[src/rtl/nsr_pkg.sv]
package nsr_pkg;

    // Region of the current byte inside its subpage
    typedef enum logic [1:0] {
        SEG_DATA = 2'd0,
        SEG_FREE = 2'd1,
        SEG_PAR  = 2'd2
    } seg_e;

    // Status word bit positions (behavioural, decoded by this block)
    localparam int ST_CORR_BIT = 3;
    localparam int ST_CNT_LSB  = 4;
    localparam int ST_FAIL_BIT = 6;

    // Count reported for an uncorrectable subpage in spare-only mode
    localparam int FAIL_COUNT = 5;
    localparam int CNT_W      = 3;

endpackage

[src/rtl/nsr_pos_track.sv]
module nsr_pos_track
    import nsr_pkg::*;
#(
    parameter int DATA_BYTES = 512,
    parameter int FREE_BYTES = 6,
    parameter int PAR_BYTES  = 10,
    parameter int SUBPAGES   = 4,
    parameter int OFF_W      = $clog2(DATA_BYTES + FREE_BYTES + PAR_BYTES),
    parameter int SUB_W      = (SUBPAGES > 1) ? $clog2(SUBPAGES) : 1
) (
    input  logic             clk,
    input  logic             rst_n,
    input  logic             clr_i,
    input  logic             adv_i,
    output logic [SUB_W-1:0] sub_o,
    output logic [OFF_W-1:0] off_o,
    output seg_e             seg_o,
    output logic             sub_end_o,
    output logic             page_end_o
);

    localparam int SUB_BYTES = DATA_BYTES + FREE_BYTES + PAR_BYTES;
    localparam logic [OFF_W-1:0] FREE_AT  = OFF_W'(DATA_BYTES);
    localparam logic [OFF_W-1:0] PAR_AT   = OFF_W'(DATA_BYTES + FREE_BYTES);
    localparam logic [OFF_W-1:0] LAST_OFF = OFF_W'(SUB_BYTES - 1);
    localparam logic [SUB_W-1:0] LAST_SUB = SUB_W'(SUBPAGES - 1);

    typedef struct packed {
        logic [SUB_W-1:0] sub;
        logic [OFF_W-1:0] off;
    } pos_t;

    pos_t pos_d, pos_q;

    always_comb begin
        pos_d = pos_q;
        if (clr_i) begin
            pos_d = '0;
        end else if (adv_i) begin
            if (pos_q.off == LAST_OFF) begin
                pos_d.off = '0;
                pos_d.sub = (pos_q.sub == LAST_SUB) ? '0 : pos_q.sub + 1'b1;
            end else begin
                pos_d.off = pos_q.off + 1'b1;
            end
        end
    end

    always_ff @(posedge clk or negedge rst_n) begin
        if (!rst_n) pos_q <= '0;
        else        pos_q <= pos_d;
    end

    always_comb begin
        if (pos_q.off < FREE_AT)     seg_o = SEG_DATA;
        else if (pos_q.off < PAR_AT) seg_o = SEG_FREE;
        else                         seg_o = SEG_PAR;
    end

    assign sub_o      = pos_q.sub;
    assign off_o      = pos_q.off;
    assign sub_end_o  = (pos_q.off == LAST_OFF);
    assign page_end_o = sub_end_o && (pos_q.sub == LAST_SUB);

endmodule

[src/rtl/nsr_addr_map.sv]
module nsr_addr_map
    import nsr_pkg::*;
#(
    parameter int DATA_BYTES = 512,
    parameter int FREE_BYTES = 6,
    parameter int PAR_BYTES  = 10,
    parameter int SUBPAGES   = 4,
    parameter int OFF_W      = 10,
    parameter int SUB_W      = 2,
    parameter int PG_AW      = 11,
    parameter int SP_AW      = 6
) (
    input  logic [SUB_W-1:0] sub_i,
    input  logic [OFF_W-1:0] off_i,
    input  seg_e             seg_i,
    output logic [PG_AW-1:0] pg_addr_o,
    output logic [SP_AW-1:0] sp_addr_o
);

    // All free bytes of the page come first, parity follows
    localparam int PAR_BASE = SUBPAGES * FREE_BYTES;

    logic [31:0] sub_w, off_w;

    assign sub_w = 32'(sub_i);
    assign off_w = 32'(off_i);

    assign pg_addr_o = PG_AW'(sub_w * 32'(DATA_BYTES) + off_w);

    always_comb begin
        case (seg_i)
            SEG_FREE: sp_addr_o = SP_AW'(sub_w * 32'(FREE_BYTES) + off_w
                                         - 32'(DATA_BYTES));
            SEG_PAR:  sp_addr_o = SP_AW'(32'(PAR_BASE) + sub_w * 32'(PAR_BYTES)
                                         + off_w - 32'(DATA_BYTES + FREE_BYTES));
            default:  sp_addr_o = '0;
        endcase
    end

endmodule

[src/rtl/nsr_err_acc.sv]
module nsr_err_acc
    import nsr_pkg::*;
#(
    parameter int ST_W = 8
) (
    input  logic             clk,
    input  logic             rst_n,
    input  logic             clr_i,
    input  logic             take_i,
    input  logic [ST_W-1:0]  stat_i,
    input  logic             soft_i,
    output logic [CNT_W-1:0] cnt_o,
    output logic             hard_fail_o
);

    localparam logic [CNT_W-1:0] FAIL_CNT = CNT_W'(FAIL_COUNT);

    logic [CNT_W-1:0] cnt_d, cnt_q;
    logic [CNT_W-1:0] this_cnt;
    logic             uncorr;

    assign uncorr = stat_i[ST_FAIL_BIT];

    always_comb begin
        if (stat_i[ST_CORR_BIT])
            this_cnt = CNT_W'(stat_i[ST_CNT_LSB +: 2]) + 1'b1;
        else
            this_cnt = '0;
    end

    always_comb begin
        cnt_d = cnt_q;
        if (clr_i) begin
            cnt_d = '0;
        end else if (take_i) begin
            if (uncorr && soft_i)      cnt_d = FAIL_CNT;
            else if (this_cnt > cnt_q) cnt_d = this_cnt;
        end
    end

    always_ff @(posedge clk or negedge rst_n) begin
        if (!rst_n) cnt_q <= '0;
        else        cnt_q <= cnt_d;
    end

    assign cnt_o       = cnt_q;
    assign hard_fail_o = take_i && uncorr && !soft_i;

    logic unused_stat;
    assign unused_stat = ^{stat_i[ST_W-1:ST_FAIL_BIT+1], stat_i[ST_CORR_BIT-1:0]};

endmodule

[src/rtl/nand_subpage_reasm.sv]
module nand_subpage_reasm
    import nsr_pkg::*;
#(
    parameter int DATA_BYTES  = 512,
    parameter int FREE_BYTES  = 6,
    parameter int PAR_BYTES   = 10,
    parameter int SUBPAGES    = 4,
    parameter int ST_W        = 8,
    localparam int SUB_BYTES  = DATA_BYTES + FREE_BYTES + PAR_BYTES,
    localparam int PG_AW      = $clog2(SUBPAGES * DATA_BYTES),
    localparam int SP_AW      = $clog2(SUBPAGES * (FREE_BYTES + PAR_BYTES)),
    localparam int OFF_W      = $clog2(SUB_BYTES),
    localparam int SUB_W      = (SUBPAGES > 1) ? $clog2(SUBPAGES) : 1
) (
    input  logic             clk,
    input  logic             rst_n,
    input  logic             start_i,
    input  logic             spare_only_i,
    input  logic             in_valid_i,
    output logic             in_ready_o,
    input  logic [7:0]       in_byte_i,
    input  logic [ST_W-1:0]  in_stat_i,
    output logic             pg_we_o,
    output logic [PG_AW-1:0] pg_addr_o,
    output logic [7:0]       pg_data_o,
    output logic             sp_we_o,
    output logic [SP_AW-1:0] sp_addr_o,
    output logic [7:0]       sp_data_o,
    output logic             done_o,
    output logic             fail_o,
    output logic [CNT_W-1:0] err_cnt_o,
    output logic             bad_blk_o
);

    // Offsets of the two bad-block marker bytes in subpage 0
    localparam logic [OFF_W-1:0] MARK0 = OFF_W'(DATA_BYTES);
    localparam logic [OFF_W-1:0] MARK1 = OFF_W'(DATA_BYTES + 1);

    typedef struct packed {
        logic             busy;
        logic             spare;
        logic             pg_we;
        logic [PG_AW-1:0] pg_addr;
        logic             sp_we;
        logic [SP_AW-1:0] sp_addr;
        logic [7:0]       wdata;
        logic             done;
        logic             fail;
        logic             bad;
    } ctl_t;

    ctl_t ctl_d, ctl_q;

    logic             go, accept;
    logic [SUB_W-1:0] cur_sub;
    logic [OFF_W-1:0] cur_off;
    seg_e             cur_seg;
    logic             sub_end, page_end;
    logic [PG_AW-1:0] map_pg;
    logic [SP_AW-1:0] map_sp;
    logic             hard_fail;

    assign go     = start_i && !ctl_q.busy;
    assign accept = in_valid_i && ctl_q.busy;

    nsr_pos_track #(
        .DATA_BYTES(DATA_BYTES), .FREE_BYTES(FREE_BYTES), .PAR_BYTES(PAR_BYTES),
        .SUBPAGES(SUBPAGES), .OFF_W(OFF_W), .SUB_W(SUB_W)
    ) u_pos (
        .clk        (clk),
        .rst_n      (rst_n),
        .clr_i      (go),
        .adv_i      (accept),
        .sub_o      (cur_sub),
        .off_o      (cur_off),
        .seg_o      (cur_seg),
        .sub_end_o  (sub_end),
        .page_end_o (page_end)
    );

    nsr_addr_map #(
        .DATA_BYTES(DATA_BYTES), .FREE_BYTES(FREE_BYTES), .PAR_BYTES(PAR_BYTES),
        .SUBPAGES(SUBPAGES), .OFF_W(OFF_W), .SUB_W(SUB_W),
        .PG_AW(PG_AW), .SP_AW(SP_AW)
    ) u_map (
        .sub_i     (cur_sub),
        .off_i     (cur_off),
        .seg_i     (cur_seg),
        .pg_addr_o (map_pg),
        .sp_addr_o (map_sp)
    );

    nsr_err_acc #(
        .ST_W(ST_W)
    ) u_acc (
        .clk         (clk),
        .rst_n       (rst_n),
        .clr_i       (go),
        .take_i      (accept && sub_end),
        .stat_i      (in_stat_i),
        .soft_i      (ctl_q.spare),
        .cnt_o       (err_cnt_o),
        .hard_fail_o (hard_fail)
    );

    always_comb begin
        ctl_d       = ctl_q;
        ctl_d.pg_we = 1'b0;
        ctl_d.sp_we = 1'b0;
        ctl_d.done  = 1'b0;

        if (go) begin
            ctl_d.busy  = 1'b1;
            ctl_d.spare = spare_only_i;
            ctl_d.fail  = 1'b0;
            ctl_d.bad   = 1'b0;
        end

        if (accept) begin
            ctl_d.wdata = in_byte_i;
            case (cur_seg)
                SEG_DATA: begin
                    if (!ctl_q.spare) begin
                        ctl_d.pg_we   = 1'b1;
                        ctl_d.pg_addr = map_pg;
                    end
                end
                SEG_FREE: begin
                    ctl_d.sp_we   = 1'b1;
                    ctl_d.sp_addr = map_sp;
                    if ((cur_sub == '0) && ((cur_off == MARK0) || (cur_off == MARK1))
                        && (in_byte_i != 8'hFF))
                        ctl_d.bad = 1'b1;
                end
                default: begin
                    ctl_d.sp_we   = 1'b1;
                    ctl_d.sp_addr = map_sp;
                end
            endcase

            if (hard_fail) begin
                ctl_d.busy = 1'b0;
                ctl_d.done = 1'b1;
                ctl_d.fail = 1'b1;
            end else if (page_end) begin
                ctl_d.busy = 1'b0;
                ctl_d.done = 1'b1;
            end
        end
    end

    always_ff @(posedge clk or negedge rst_n) begin
        if (!rst_n) ctl_q <= '0;
        else        ctl_q <= ctl_d;
    end

    assign in_ready_o = ctl_q.busy;
    assign pg_we_o    = ctl_q.pg_we;
    assign pg_addr_o  = ctl_q.pg_addr;
    assign pg_data_o  = ctl_q.wdata;
    assign sp_we_o    = ctl_q.sp_we;
    assign sp_addr_o  = ctl_q.sp_addr;
    assign sp_data_o  = ctl_q.wdata;
    assign done_o     = ctl_q.done;
    assign fail_o     = ctl_q.fail;
    assign bad_blk_o  = ctl_q.bad;

endmodule

[config.mk]
export PLATFORM = sky130hd
export DESIGN_NAME = nand_subpage_reasm
export DESIGN_NICKNAME = d
export VERILOG_FILES = /design/src/rtl/nsr_pkg.sv /design/src/rtl/nsr_pos_track.sv /design/src/rtl/nsr_addr_map.sv /design/src/rtl/nsr_err_acc.sv /design/src/rtl/nand_subpage_reasm.sv
export SDC_FILE = /design/constraint.sdc
export NUM_CORES = 1
export LEC_CHECK = 0
export BUFFER_PORTS_ARGS = -buffer_cell sky130_fd_sc_hd__buf_4
export CAP_MARGIN = 20
export CORE_MARGIN = 2
export CORE_UTILIZATION = 57
export DETAILED_ROUTE_END_ITERATION = 12
export MAX_ROUTING_LAYER = met4
export PLACE_DENSITY = 0.85
export SLEW_MARGIN = 10
export SYNTH_ARGS = -nofsm -noshare
export SYNTH_HDL_FRONTEND = slang
export SYNTH_SLANG_ARGS = --single-unit
[constraint.sdc]
create_clock -name clk -period 7 [get_ports clk]
set_clock_uncertainty 0.1 [all_clocks]
set_input_delay 1.05 -clock clk [delete_from_list [all_inputs] [get_ports clk]]
set_output_delay 1.05 -clock clk [all_outputs]
set_load 0.01 [all_outputs]
==> Word-level counts from Yosys, hierarchy flattened <==
Cells that the tools add are included.
W data, S select, Z words.
{ "word_totals": {"register_bits": 47, "inputBits": 21, "wordCells": 85, "out_inout_bits": 42} }
{ "op_classes": {"magnitude_cmp": 3, "n_mul": 2, "add_sub_neg": 9, "eq_ne": 7, "bitwise_logic": 2, "n_reduce_logical": 22, "mux": 27} }
{ "op_table": {"columns": ["cell", "n"], "rows": [
  ["$mux W12", 4],
  ["$eq A10 B10 Y1 const B", 3],
  ["$mux W30", 1],
  ["$lt A10 B10 Y1 const B", 2],
  ["$mux W3", 5],
  ["$add A6 B6 Y6", 2],
  ["$mux W2", 6],
  ["$pmux W6 S2", 1],
  ["$add A11 B10 Y11", 1],
  ["$add A10 B1 Y10 const B", 1],
  ["$mux W10", 1],
  ["$logic_and A1 B1 Y1", 9],
  ["$mux W1", 8],
  ["$ne A8 B8 Y1 const B", 1],
  ["$mux W7", 1],
  ["$add A5 B6 Y6 const A", 1],
  ["$reduce_and A2 Y1", 3],
  ["$reduce_bool A2 Y1", 3],
  ["$sub A6 B1 Y6 const B", 1],
  ["$sub A6 B3 Y6 const B", 1],
  ["$mul A2 B3 Y5 const B", 1],
  ["$eq A2 B2 Y1 const B", 2],
  ["$logic_not A2 Y1", 2],
  ["$mul A2 B2 Y4 const B", 1],
  ["9 further kinds", 11]
]} }

==> Longest topological paths before layout <==
{ "logic_depth": {"word_depth": 7, "mapped_depth": 9, "mapped_depth_nobuf": 9} }

==> Cells and area by module <==
Synthesis repeated with hierarchy kept, for this count alone.
{ "unflattened": {"cells_unflattened": 290, "hier_area_um2": 3024.2} }
{ "by_module_without_submodules": {"columns": ["module", "seq_area_each_um2", "cells_each", "area_per_inst_um2", "instances"], "rows": [
  ["nand_subpage_reasm", 800.8, 119, 1524.0, 1],
  ["nsr_pos_track", 300.3, 70, 671.9, 1],
  ["nsr_addr_map", 0.0, 70, 555.5, 1],
  ["nsr_err_acc", 75.1, 31, 272.8, 1]
]} }

==> Worst setup path before layout <==
Ideal clock, no wire load.
{ "synth_path": {"path_type": "input -> register", "startpoint": "input in_stat_i[4]", "endpoint": "register u_acc.cnt_q[0] (netlist: u_acc.cnt_o[0])", "setup_slack_ns": 4.259, "path_stages": 8, "required_ns": 6.753, "arrival_time_ns": 2.494, "cell_sequence": "ha_1 -> and2_1 -> ha_1 -> nor2b_1 -> o21ai_0 -> and2_1 -> nor4_1 -> a221oi_1"} }
{ "synth_via": {"elab_chain_len": 6} }
{ "synth_lines": {"columns": ["item", "line_no", "text"], "rows": [
  ["start, declared", "nand_subpage_reasm.sv:22", "input logic [ST_W-1:0] in_stat_i,"],
  ["$add A2 B1 Y3 *", "nsr_err_acc.sv:26", "this_cnt = CNT_W'(stat_i[ST_CNT_LSB +: 2]) + 1'b1;"],
  ["$mux W3 *", "nsr_err_acc.sv:25", "if (stat_i[ST_CORR_BIT])"],
  ["parallel branches: the longest is 4 deep, another holds $gt A3 B3 Y1", null, null],
  ["end signal, assigned", "nsr_err_acc.sv:43", "else cnt_q <= cnt_d;"],
  ["end, declared", "nsr_err_acc.sv:18", "logic [CNT_W-1:0] cnt_d, cnt_q;"]
]} }
Mark *: on every way between the ends. The select of a mux whose other input is x is not followed.
A chain may end at the register's enable or synchronous reset.

==> Worst setup path in the final report <==
{ "layout_path": {"startpoint": "input in_valid_i", "endpoint": "register u_acc.cnt_q[2] (netlist: u_acc.cnt_o[2])"} }
{ "layout_via": {"elab_chain_len": 4} }
{ "layout_lines": {"columns": ["item", "line_no", "text"], "rows": [
  ["start, declared", "nand_subpage_reasm.sv:19", "input logic in_valid_i,"],
  ["$logic_and A1 B1 Y1", "nand_subpage_reasm.sv:64", "assign accept = in_valid_i && ctl_q.busy;"],
  ["$logic_and A1 B1 Y1", "nand_subpage_reasm.sv:99", ".take_i (accept && sub_end),"],
  ["$reduce_bool A2 Y1 (no line)", null, null],
  ["$reduce_and A2 Y1 (no line)", null, null]
]} }
Every way passes these cells.

==> metrics <==
post-synthesis cell count 240; PostCTS Resize Cnt 0; Internal Power 0.538 mW; First-pass DRT Iterations 4; CP startpoint kind input port; final worst-path cycle share a little over two fifths; combinational family with the most area after synthesis simple AND/OR/NAND/NOR gates; WS Path Type input port to flop; ratio of cells with drive above 1 in the final layout between 20% and 30%; post-CTS setup buffers 0; htree depth 2; Post-Synth Simple-Gate Area between 10% and 20%; syn_nets between 200 and 300; Post-Syn Area 0.00253 sq mm; CP Cell Sequence buf_4 -> nand2_1 -> inv_1 -> nand2_1 -> clkinv_1 -> nand3_1 -> nor4_1 -> a221oi_1; die area around 0.0050 sq mm; CTS max path bufs 2; first-pass GRT wire length about 9.2 mm; area fraction in compound gates after synthesis 8.79%; GRT Overall Usage a little under a quarter; post-route ant nets 0; Starting Density around three fifths; status finished clean; Sink Count between 40 and 50; Iter 0 DRT Violations 110; DP Area between 0.002 and 0.003 sq mm; vias per inst around 5.6; vias in the first global route about 2,000; number of enable flip-flop cells after synthesis 0; final setup fails 0; synth warn 0; Worst Path Required about 7.1 ns; max-cap viol count 0; Max IR drop VDD roughly 0.17 mV; Switching Fraction 33.2%; slowest cell on the critical path nor4_1; Die X around 71 um; CP most frequent cell nand2_1; Most used DFF post-synth dfrtp_1; Rows 24; Slew Viols, Final 0; Comb pwr share about a third; CP Data Arrival Time 3.02 ns; Pleak roughly 1.6 nW; PortBufs 58; power per cell area 263 mW/mm^2; HP Class flop to flop; largest net degree at the start of global routing 48; Seq/Total Area, Yosys between 40% and 50%; RSZ-0062 raised after global routing no; Num CTS Buffers 5; Critical Path Fanout Max 13; GRT overflow 0; clk_lat worst skew ~0.3 ns; highest cell delay on the worst timing path roughly 0.55 ns; sequential share of power between 40% and 50%; multiplexer share of the synthesized area under 10%; achievable frequency around 340 MHz; clk slew on worst S/H paths 0.08 ns; DP HPWL 3.85 mm; post-layout min period 2.98 ns; Ports 63; vias 1,958; slew margin rel. about three fifths; Core Region approximately 0.0043 sq mm; Synth Area per Inst 10.6 sq um; fin area 0.00306 sq mm; Area Growth Syn to Fin 20.7%; WHS between 0.3 and 0.4 ns; CTS tree done; ys async rst share 100%; area share of fa/ha/maj cells after synthesis 11.9%; Die Ht between 70 and 80 um; antenna violations before repair 0; post-route DRC violation count 0; filler instances 341; sequential cell area ~0.0012 sq mm; Detailed Route WL 5.14 mm; Seq cells post-synth 47; total power slightly above 0.8 mW; Synth Area in XOR/XNOR under 10%; GPL Wtd Cong 0.914; area of the multi-input gates ~0.0012 sq mm; CTS Hold Bufs 0; P_sw 0.267 mW; diodes inserted 0; per-cell routed wire length around 15 um; final core utilization slightly above 70%; Fin. Hold Viols 0; setup TNS 0 ns; CTS Root Cell clkbuf_8; Clock Power Share between 20% and 30%; Post-layout nets ~340; CP Capture Type flop; Slew @ Worst Pin 0.577 ns; Synth cell types 43
worst paths after layout:
| check | from | to | slack, ns | depth (start not counted) |
|---|---|---|---|---|
| min | sp_addr_o[0] | sp_addr_o[0] | 0.39 | 2 |
| max reg2reg | in_ready_o | u_acc.cnt_o[2] | 4.41 | 7 |
| min in group asynchronous | rst_n | sp_we_o | 0.64 | 1 |
| max in group asynchronous | rst_n | sp_addr_o[3] | 5.76 | 1 |
| max | in_valid_i | u_acc.cnt_o[2] | 4.02 | 8 |
| min reg2reg | sp_addr_o[0] | sp_addr_o[0] | 0.39 | 2 |
cell usage in the layout, fill, tap and decap left out, types with 7 or more instances in the layout:
master,n
clkbuf_8,7
buf_4,59
a21oi_1,9
ha_1,21
o21ai_0,9
nand2_1,20
mux2_2,18
inv_1,15
dfrtp_1,47
nor2_1,21
routing by layer:
layer / vias up / track usage (%) / part of all wire, %
li1: 935 / - / -
met1: 958 / 30.6 / 43
met2: 57 / 37.6 / 51
met3: 8 / 4.84 / 4.5
met4: 0 / 6.50 / 1.2
met5: - / - / 0
per-stage QoR:
stage | worst slack [ns] | cells
floorplan | 4.26 | 240
global placement | 3.84 | 339
detailed placement | 3.70 | 339
CTS | 4.03 | 347
global route | 3.82 | 347
finish | 4.02 | 347
critical path, delay by kind of cell:
family,cells,cell delay (ns)
buffers and inverters,3,0.49
AOI/OAI and AO/OA,1,0.17
and+or+nand+nor,4,1.31
area by class of cell:
type / count / area share, %
inverters: 16 / 1.96
well taps: 52 / 2.13
repair buffers: 59 / 14.5
clock buffers: 8 / 3.27
multi-input cells: 165 / 39.7
flip-flops and latches: 47 / 38.4
power by group through the flow:
stage               combinational (mW)  clock [mW]  sequential, mW
floorplan                        0.180           0           0.364
global placement                 0.256           0           0.363
detailed placement               0.267           0           0.366
CTS                              0.269       0.181           0.360
global route                     0.300       0.193           0.368
finish                           0.266       0.178           0.360
synth_stat cells (all sizes together) (4+ instances only):
cell type	n	share of area, %
nor2	21	3.1
buf	9	2.8
and3	4	0.99
dfrtp	47	46
nand3	4	0.79
xnor2	5	1.7
ha	21	10
and2	4	0.99
nand4	5	1.2
xor2	5	1.7
nand2	20	3.0
mux2	18	8.0
o21ai	9	1.8
a21oi	9	1.8
inv	15	2.2
nor2b	6	1.5
cell families (layout without fill, tap and decap cells):
kind of cell / count (synthesis) / in the layout
muxes: 19 / 19
buffers and inverters: 28 / 83
and+or+nand+nor: 79 / 79
xor gates and xnor gates: 10 / 10
DFF: 47 / 47
AOI/OAI and AO/OA: 34 / 34
adders and majority gates: 23 / 23
registers in the layout, indices dropped and copies added, names as in the netlist, 2 cells and up:
| register | cells |
|---|---|
| pg_addr_o | 11 |
| pg_data_o | 8 |
| sp_addr_o | 6 |
| u_acc.cnt_o | 3 |
| u_pos.off_o | 10 |
| u_pos.sub_o | 2 |
Note: power is estimated with default switching activity, not from simulation.
